==> config.mk <==
export PLATFORM = sky130hd
export DESIGN_NAME = pll_ctl_top
export DESIGN_NICKNAME = d
export VERILOG_FILES = /design/src/rtl/pll_ctl_pkg.sv /design/src/rtl/pll_ser_rx.sv /design/src/rtl/pll_reg_bank.sv /design/src/rtl/pll_pd_seq.sv /design/src/rtl/pll_ctl_top.sv
export SDC_FILE = /design/constraint.sdc
export NUM_CORES = 1
export LEC_CHECK = 0
export CAP_MARGIN = 10
export CORE_MARGIN = 1
export CORE_UTILIZATION = 30
export CTS_BUF_LIST = sky130_fd_sc_hd__clkbuf_4 sky130_fd_sc_hd__clkbuf_8 sky130_fd_sc_hd__clkbuf_16
export DETAILED_ROUTE_END_ITERATION = 8
export SLEW_MARGIN = 10
export SYNTH_ARGS = -nofsm -noshare
export SYNTH_HDL_FRONTEND = slang
export SYNTH_SLANG_ARGS = --single-unit
==> constraint.sdc <==
create_clock -name clk -period 2 [get_ports clk]
set_clock_uncertainty 0.1 [all_clocks]
set_input_delay 0.3 -clock clk [delete_from_list [all_inputs] [get_ports clk]]
set_output_delay 0.3 -clock clk [all_outputs]
set_load 0.005 [all_outputs]
==> src/rtl/pll_ctl_pkg.sv <==
package pll_ctl_pkg;

    localparam int WORD_W = 24;
    localparam int ADDR_W = 2;
    localparam int PAY_W  = WORD_W - ADDR_W;
    localparam int N_REG  = 1 << ADDR_W;
    localparam int AUX_W  = (N_REG - 1) * PAY_W;

    // field widths
    localparam int PRESC_W = 2;
    localparam int CS_W    = 3;
    localparam int MUX_W   = 3;
    localparam int LVL_W   = 2;

    // bit positions in the 24-bit word
    localparam int B_PRESC_LO = 22;
    localparam int B_PD_MODE  = 21;
    localparam int B_PD_REQ   = 20;
    localparam int B_CS2_LO   = 17;
    localparam int B_CS1_LO   = 14;
    localparam int B_OPWR_LO  = 12;
    localparam int B_MUTE     = 11;
    localparam int B_GAIN     = 10;
    localparam int B_TRI      = 9;
    localparam int B_PDP      = 8;
    localparam int B_MUX_LO   = 5;
    localparam int B_CRST     = 4;
    localparam int B_CORE_LO  = 2;

    typedef enum logic [1:0] {
        PD_RUN  = 2'd0,
        PD_ARM1 = 2'd1,
        PD_ARM2 = 2'd2,
        PD_DOWN = 2'd3
    } pd_state_t;

endpackage

==> src/rtl/pll_ser_rx.sv <==
module pll_ser_rx
    import pll_ctl_pkg::*;
#(
    parameter int SYNC_STAGES = 2
) (
    input  logic              clk,
    input  logic              rst_n,
    input  logic              ser_clk_i,
    input  logic              ser_dat_i,
    input  logic              ser_le_i,
    output logic [WORD_W-1:0] word_o,
    output logic              load_o
);

    logic [SYNC_STAGES-1:0] ck_s;
    logic [SYNC_STAGES-1:0] dt_s;
    logic [SYNC_STAGES-1:0] le_s;
    logic                   ck_q;
    logic                   le_q;
    logic [WORD_W-1:0]      shreg;
    logic                   ck_rise;

    always_ff @(posedge clk or negedge rst_n) begin
        if (!rst_n) begin
            ck_s <= '0;
            dt_s <= '0;
            le_s <= '0;
            ck_q <= 1'b0;
            le_q <= 1'b0;
        end else begin
            ck_s <= {ck_s[SYNC_STAGES-2:0], ser_clk_i};
            dt_s <= {dt_s[SYNC_STAGES-2:0], ser_dat_i};
            le_s <= {le_s[SYNC_STAGES-2:0], ser_le_i};
            ck_q <= ck_s[SYNC_STAGES-1];
            le_q <= le_s[SYNC_STAGES-1];
        end
    end

    assign ck_rise = ck_s[SYNC_STAGES-1] && !ck_q;

    always_ff @(posedge clk or negedge rst_n) begin
        if (!rst_n) begin
            shreg <= '0;
        end else if (ck_rise) begin
            shreg <= {shreg[WORD_W-2:0], dt_s[SYNC_STAGES-1]};
        end
    end

    assign word_o = shreg;
    assign load_o = le_s[SYNC_STAGES-1] && !le_q;

endmodule

==> src/rtl/pll_reg_bank.sv <==
module pll_reg_bank
    import pll_ctl_pkg::*;
(
    input  logic              clk,
    input  logic              rst_n,
    input  logic              load_i,
    input  logic [WORD_W-1:0] word_i,
    output logic [PAY_W-1:0]  ctl_o,
    output logic [AUX_W-1:0]  aux_o
);

    logic [ADDR_W-1:0] addr;
    assign addr = word_i[ADDR_W-1:0];

    for (genvar k = 0; k < N_REG; k++) begin : g_reg
        logic [PAY_W-1:0] q;

        always_ff @(posedge clk or negedge rst_n) begin
            if (!rst_n) begin
                q <= '0;
            end else if (load_i && (addr == ADDR_W'(k))) begin
                q <= word_i[WORD_W-1:ADDR_W];
            end
        end

        if (k == 0) begin : g_ctl
            assign ctl_o = q;
        end else begin : g_aux
            assign aux_o[(k-1)*PAY_W +: PAY_W] = q;
        end
    end

endmodule

==> src/rtl/pll_pd_seq.sv <==
module pll_pd_seq
    import pll_ctl_pkg::*;
(
    input  logic      clk,
    input  logic      rst_n,
    input  logic      wr_i,
    input  logic      req_i,
    input  logic      mode_i,
    input  logic      ref_div_i,
    input  logic      chip_en_i,
    output pd_state_t state_o,
    output logic      ref_edge_o,
    output logic      pd_o
);

    pd_state_t state;
    pd_state_t nxt;
    logic      ref_q;

    always_ff @(posedge clk or negedge rst_n) begin
        if (!rst_n) begin
            ref_q <= 1'b0;
        end else begin
            ref_q <= ref_div_i;
        end
    end

    assign ref_edge_o = ref_div_i && !ref_q;

    // state register
    always_ff @(posedge clk or negedge rst_n) begin
        if (!rst_n) begin
            state <= PD_RUN;
        end else begin
            state <= nxt;
        end
    end

    // next state
    always_comb begin
        nxt = state;
        if (wr_i) begin
            if (!req_i) begin
                nxt = PD_RUN;
            end else if (!mode_i) begin
                nxt = PD_DOWN;
            end else if (state != PD_DOWN) begin
                nxt = PD_ARM1;
            end
        end else begin
            unique case (state)
                PD_RUN:  nxt = PD_RUN;
                PD_ARM1: if (ref_edge_o) nxt = PD_ARM2;
                PD_ARM2: if (ref_edge_o) nxt = PD_DOWN;
                PD_DOWN: nxt = PD_DOWN;
            endcase
        end
    end

    // outputs
    always_comb begin
        unique case (state)
            PD_DOWN: pd_o = 1'b1;
            PD_RUN, PD_ARM1, PD_ARM2: pd_o = !chip_en_i;
        endcase
    end

    assign state_o = state;

endmodule

==> src/rtl/pll_ctl_top.sv <==
module pll_ctl_top
    import pll_ctl_pkg::*;
#(
    parameter int SYNC_STAGES = 2
) (
    input  logic               clk,
    input  logic               rst_n,
    input  logic               ser_clk_i,
    input  logic               ser_dat_i,
    input  logic               ser_le_i,
    input  logic               chip_en_i,
    input  logic               ref_div_i,
    input  logic               lock_det_i,
    output logic [PRESC_W-1:0] presc_o,
    output logic [CS_W-1:0]    cp_cur_o,
    output logic               cp_tri_o,
    output logic               pdp_o,
    output logic [MUX_W-1:0]   mux_sel_o,
    output logic               cnt_rst_o,
    output logic               cnt_load_o,
    output logic               ld_rst_o,
    output logic               rf_en_o,
    output logic               pd_o,
    output logic [LVL_W-1:0]   out_pwr_o,
    output logic [LVL_W-1:0]   core_cur_o,
    output logic [AUX_W-1:0]   aux_regs_o
);

    localparam int O_PRESC = B_PRESC_LO - ADDR_W;
    localparam int O_CS2   = B_CS2_LO - ADDR_W;
    localparam int O_CS1   = B_CS1_LO - ADDR_W;
    localparam int O_OPWR  = B_OPWR_LO - ADDR_W;
    localparam int O_MUTE  = B_MUTE - ADDR_W;
    localparam int O_GAIN  = B_GAIN - ADDR_W;
    localparam int O_TRI   = B_TRI - ADDR_W;
    localparam int O_PDP   = B_PDP - ADDR_W;
    localparam int O_MUX   = B_MUX_LO - ADDR_W;
    localparam int O_CRST  = B_CRST - ADDR_W;
    localparam int O_CORE  = B_CORE_LO - ADDR_W;

    logic [WORD_W-1:0] rx_word;
    logic              rx_load;
    logic              ctl_wr;
    logic [PAY_W-1:0]  ctl_q;
    pd_state_t         pd_state;
    logic              ref_edge;
    logic              pd_act;

    pll_ser_rx #(
        .SYNC_STAGES (SYNC_STAGES)
    ) u_rx (
        .clk       (clk),
        .rst_n     (rst_n),
        .ser_clk_i (ser_clk_i),
        .ser_dat_i (ser_dat_i),
        .ser_le_i  (ser_le_i),
        .word_o    (rx_word),
        .load_o    (rx_load)
    );

    pll_reg_bank u_regs (
        .clk    (clk),
        .rst_n  (rst_n),
        .load_i (rx_load),
        .word_i (rx_word),
        .ctl_o  (ctl_q),
        .aux_o  (aux_regs_o)
    );

    assign ctl_wr = rx_load && (rx_word[ADDR_W-1:0] == '0);

    pll_pd_seq u_pd (
        .clk        (clk),
        .rst_n      (rst_n),
        .wr_i       (ctl_wr),
        .req_i      (rx_word[B_PD_REQ]),
        .mode_i     (rx_word[B_PD_MODE]),
        .ref_div_i  (ref_div_i),
        .chip_en_i  (chip_en_i),
        .state_o    (pd_state),
        .ref_edge_o (ref_edge),
        .pd_o       (pd_act)
    );

    assign presc_o    = ctl_q[O_PRESC +: PRESC_W];
    assign cp_cur_o   = ctl_q[O_GAIN] ? ctl_q[O_CS2 +: CS_W] : ctl_q[O_CS1 +: CS_W];
    assign cp_tri_o   = ctl_q[O_TRI] || pd_act;
    assign pdp_o      = ctl_q[O_PDP];
    assign mux_sel_o  = ctl_q[O_MUX +: MUX_W];
    assign cnt_rst_o  = ctl_q[O_CRST];
    assign cnt_load_o = pd_act;
    assign ld_rst_o   = pd_act;
    assign rf_en_o    = !pd_act && (!ctl_q[O_MUTE] || lock_det_i);
    assign pd_o       = pd_act;
    assign out_pwr_o  = ctl_q[O_OPWR +: LVL_W];
    assign core_cur_o = ctl_q[O_CORE +: LVL_W];

endmodule

# After elaboration in Yosys (flattened, before gate mapping)
# Index checks and enable logic that the tools add are counted.
# word_totals
input_bits,8
ff_bits,123
out_inout_bits,85
# op_classes
eq_ne,10
n_mux,9
n_reduce_logical,20
# ops
operator,n
two-way mux 2 bit,6
equality test 2 bit (second input constant),4
logical AND 1 bit,8
case mux 2 bit (4 select lines),1
logical NOT 1 bit,6
inequality test 3 bit (second input constant),2
equality test 2 x 1 -> 1 bit (second input constant),2
logical NOT 2 bit,2
inequality test 4 x 3 -> 1 bit (second input constant),1
two-way mux 3 bit,1
AND reduction 3 bit,1
OR reduction 3 bit,1
logical OR 1 bit,2
inequality test 2 bit (second input constant),1
case mux 1 bit (2 select lines),1

# Depth between registers and ports, before layout
# logic_depth
ltp_word,5
ltp_mapped,4

# Hierarchy
# A second synthesis with hierarchy kept.
# unflattened
hier_cells,271
hier_area_um2,4712.0
# modules_own_cells
module,seq_area_each_um2,n_inst,cells_per_inst,area_each_um2
pll_reg_bank,2202.1,1,188,3270.6
pll_ser_rx,800.8,1,61,1217.4
pll_pd_seq,75.1,1,13,152.6
pll_ctl_top,0.0,1,9,71.3

# Worst setup path after synthesis
# OpenSTA, ideal clock, no wires.
# synth_timing
path_kind,register -> register
from,"register u_rx.shreg[1], in the netlist u_rx.word_o[1]"
to,"register u_regs.g_reg[0].q[10], in the netlist u_regs.ctl_o[10]"
path_slack_ps,397
n_path_buf,1
stages_incl_launch_ff,4
arrival_time_ps,1379
period_less_slack_ps,1603
cell_sequence,dfrtp_1 nor4b_4 buf_6 mux2_2
# synth_via
elab_chain_len,2
# synth_rtl
item,line_no,source
start: declaration,pll_ser_rx.sv:20,logic [WORD_W-1:0] shreg;
start signal: assignment,pll_ser_rx.sv:45,"shreg <= {shreg[WORD_W-2:0], dt_s[SYNC_STAGES-1]};"
logical NOT 2 bit,pll_reg_bank.sv:21,end else if (load_i && (addr == ADDR_W'(k))) begin
logical AND 1 bit,pll_reg_bank.sv:21,
end signal: assignment,pll_reg_bank.sv:22,q <= word_i[WORD_W-1:ADDR_W];
end: declaration,pll_reg_bank.sv:16,logic [PAY_W-1:0] q;
# Every way passes these cells.
# A chain may end at the register's enable or synchronous reset.

# Final worst setup path
# layout_timing
from,"register u_pd.state[0], in the netlist u_pd.state_o[0]"
to,output port pd_o
# layout_via
elab_chain_len,3
word_cells_on_any_way,6
classes_between,3 x eq/ne; 1 x mux; 2 x reduce/logical
# layout_rtl
item,line_no,source
start: declaration,pll_pd_seq.sv:16,pd_state_t state;
start signal: assignment,pll_pd_seq.sv:35,state <= nxt;
equality test 2 x 1 -> 1 bit (tied with other cells),pll_pd_seq.sv:62,unique case (state)
OR reduction 3 bit,pll_pd_seq.sv:62,
case mux 1 bit (2 select lines) (*),pll_pd_seq.sv:62,
end: declaration,pll_ctl_top.sv:23,"output logic pd_o,"
# Mark *: on every way between the ends. The rest lies on a longest branch, timed or not.

==> flow_summary_export.csv <==
group,metric,value,unit
outcome,status,"finished, final reports clean",
drt,dr.pass1.iters,4,
finish,layout.cells.non_filler,575,
power,p_seq_frac,0.415,
power,p_comb_frac,0.218,
sta,setup_viol,0,
worst_setup_path,required,1.60,ns
clock_tree,tritoncts,"yes",
placed_design,io_buffer_count,92,
clock_tree,clk_pin_slew,0.05,ns
yosys,synth_warnings,0,
yosys,synth-seq-cells,121,
grt,track_usage,0.128,
power,internal-power,6.50,mW
sta,post-route-period-util,0.960,
drt,wirelength,9180,um
clock_tree,htree_levels,4,
power,netSwitchingFraction,0.238,
clock_tree,clk_path_buf_depth,2,
hold_path,hp-class,"input pin to asynchronous set/reset pin",
floorplan,row_count,44,
finish,fin_nets,387,
grt,overflow,0,
floorplan,fp.dieH,126,um
power,power_switching,2.03,mW
sta,fin_crit,1.92,ns
worst_setup_path,crit_chain,"nand2_1 > nand2_2 > buf_4 > clkdlybuf4s50_1",
grt,grt_first_pass_wirelength,15200,um
worst_setup_path,slowest_stage,"clkdlybuf4s50_1",
worst_setup_path,cp-start-kind,"flop",
job,maxCapViolations,0,
drt,vias,2564,
yosys,synth_cell_types,21,
worst_setup_path,worstSetupPathType,"flop to output port",
finish,fillCellCount,1320,
drt,via_per_inst,4.46,
power,p_clk_frac,0.366,
clock_tree,clockRootBuffer,"clkbuf_16",
power,powerDensity,1340,nW/um2
clock_tree,clk-insertion-delay-late,0.41,ns
sta,maxSlewHeadroom,0.565,
sta,tns,0,ns
worst_setup_path,slowest_delay,0.48,ns
floorplan,dieArea,15800,um2
finish,seqCellArea,3030,um2
floorplan,start_util,0.312,
worst_setup_path,cp_max_fo,3,
placed_design,dp_hpwl,5790,um
sta,worst_slew_pin_slew,0.652,ns
worst_setup_path,ff2ff_path_depth,3,
finish,area_growth,38.3,%
sta,slew_viol_final,0,
placed_design,dp_slack,-0.00684,ns
finish,fin_area,6370,um2
placed_design,dpl_cell_area,5700,um2
finish,diodes,0,
grt,antenna_found_initial,0,
finish,drive_gt1_frac,0.412,
power,vdd_ir_drop_max,0.938,mV
drt,routedWlPerCell,16.0,um
grt,grt_max_degree,117,
yosys,avgSynthCellArea,16.7,um2
yosys,syn-cell-area,4600,um2
drt,drc,0,
grt,first_global_vias,2791,
worst_setup_path,cp.arrival,1.52,ns
yosys,ys_seq_area_frac,0.658,
yosys,synth_nets,283,
sta,final_hold_viol_count,0,
yosys,syn_inst,275,
floorplan,fp.dieW,126,um
drt,drt_iter0_drc,64,
drt,drt.antenna.violating_nets,0,
sta,fmaxAchievable,521,MHz
power,power.total,8.52,mW
sta,layout_setup_ws,0.0791,ns
clock_tree,cts_buffers,17,
clock_tree,clock_sinks,121,
power,leakagePower,2.99,nW
worst_setup_path,end_kind,"output port",
floorplan,core_area,14800,um2
floorplan,ioPinCount,93,
placed_design,finalWeightedCongestion,0.720,
finish,multiInputGateArea,1430,um2
placed_design,dp_cells,539,
-- synth_stat cells, drive strengths merged --
| master | number | area [um2] |
|---|---|---|
| nor4b | 1 | 23.8 |
| o21bai | 1 | 7.51 |
| buf | 21 | 155 |
| nand3b | 1 | 7.51 |
| nand2 | 3 | 11.3 |
| mux2i | 1 | 10.0 |
| nor2b | 2 | 12.5 |
| and3b | 1 | 8.76 |
| mux2 | 113 | 1270 |
| nand3 | 2 | 10.0 |
| a21oi | 1 | 5.00 |
| and4bb | 2 | 25.0 |
| clkbuf | 1 | 3.75 |
| or2 | 1 | 6.26 |
| inv | 1 | 3.75 |
| o21ai | 1 | 5.00 |
| dfrtp | 121 | 3030 |
| nand4b | 1 | 8.76 |
-- layer usage --
layer  share of wire  vias up  GRT usage
met1            0.43     1308      0.150
met5               0        -          0
met3           0.068       12     0.0569
met4           0.016        0     0.0574
li1                -     1167          -
met2            0.49       77      0.202
-- path summary, 6_finish.rpt --
| kind | startpoint | end | slack, ns |
|---|---|---|---|
| min in group clk | ser_clk_i | u_rx.ck_s[0] | 0.23 |
| min | rst_n | u_regs.g_reg[2].q[14] | 0.14 |
| max reg2reg | u_rx.word_o[0] | u_regs.ctl_o[16] | 0.40 |
| max | u_pd.state_o[0] | pd_o | 0.08 |
| max in group asynchronous | rst_n | u_regs.ctl_o[7] | 0.83 |
| min reg2reg | u_rx.dt_s[0] | u_rx.dt_s[1] | 0.25 |
-- cell families after synthesis --
group | share of synthesized area
AND/OR/NAND/NOR | 0.0247
buffers and inverters | 0.0353
AO/OA/AOI/OAI | 0.00380
flip-flops | 0.658
multiplexers | 0.279
-- per-stage QoR --
step                 util  hold slack, ns
floorplan               -         -0.0956
global placement    0.386          0.0130
detailed placement  0.386          0.0177
CTS                 0.430           0.108
global route        0.431           0.138
finish              0.431           0.136
-- cell usage in the layout, fill, tap and decap left out, drive strengths merged, types with 2 or more instances in the layout --
cell type      instances
dlygate4sd2            2
nand2                  3
dlymetal6s2s           3
and4bb                 2
clkinv                 4
dfrtp                121
buf                   15
clkbuf                23
mux2                 113
bufinv                 3
nand3                  2
clkdlybuf4s50         86
nor2b                  2
-- what timing repair did --
item	4_1_cts	5_1_grt
hold buffers	1	0
endpoints found under the setup margin	8	4
hold endpoints to repair	121	0
gates resized for setup	3	4
buffers inserted	2	2
-- power groups by stage --
| stage | combinational, mW | sequential [mW] | clock (mW) |
|---|---|---|---|
| 3_3_place_gp | 1.81 | 3.58 | 0 |
| 3_5_place_dp | 1.82 | 3.61 | 0 |
| 2_1_floorplan | 0.804 | 3.49 | 0 |
| 6_report | 1.86 | 3.54 | 3.12 |
| 5_1_grt | 2.02 | 3.66 | 3.32 |
| 4_1_cts | 1.86 | 3.57 | 3.22 |
-- final cells by class --
type | instances | area share
clock inverter | 8 | 0.0185
sequential | 121 | 0.476
timing repair buffer | 107 | 0.167
tap | 184 | 0.0362
inverter | 1 | 0.000590
clock buffer | 23 | 0.0778
multi-input combinational | 131 | 0.224
-- sequential cells by signal, indices dropped and copies added, names as in the netlist, 2 cells and up --
signal        cells
u_pd.state_o      2
u_regs.ctl_o     20
u_regs.g.q       66
u_rx.ck_s         2
u_rx.dt_s         2
u_rx.le_s         2
u_rx.word_o      24
-- critical path: cells and delay by family, from the launching register on --
kind	cells	cell delay (ns)
buffers and inverters	2	0.60
DFF	1	0.35
and+or+nand+nor	2	0.16
No activity file was read; power rests on OpenSTA's default activity.
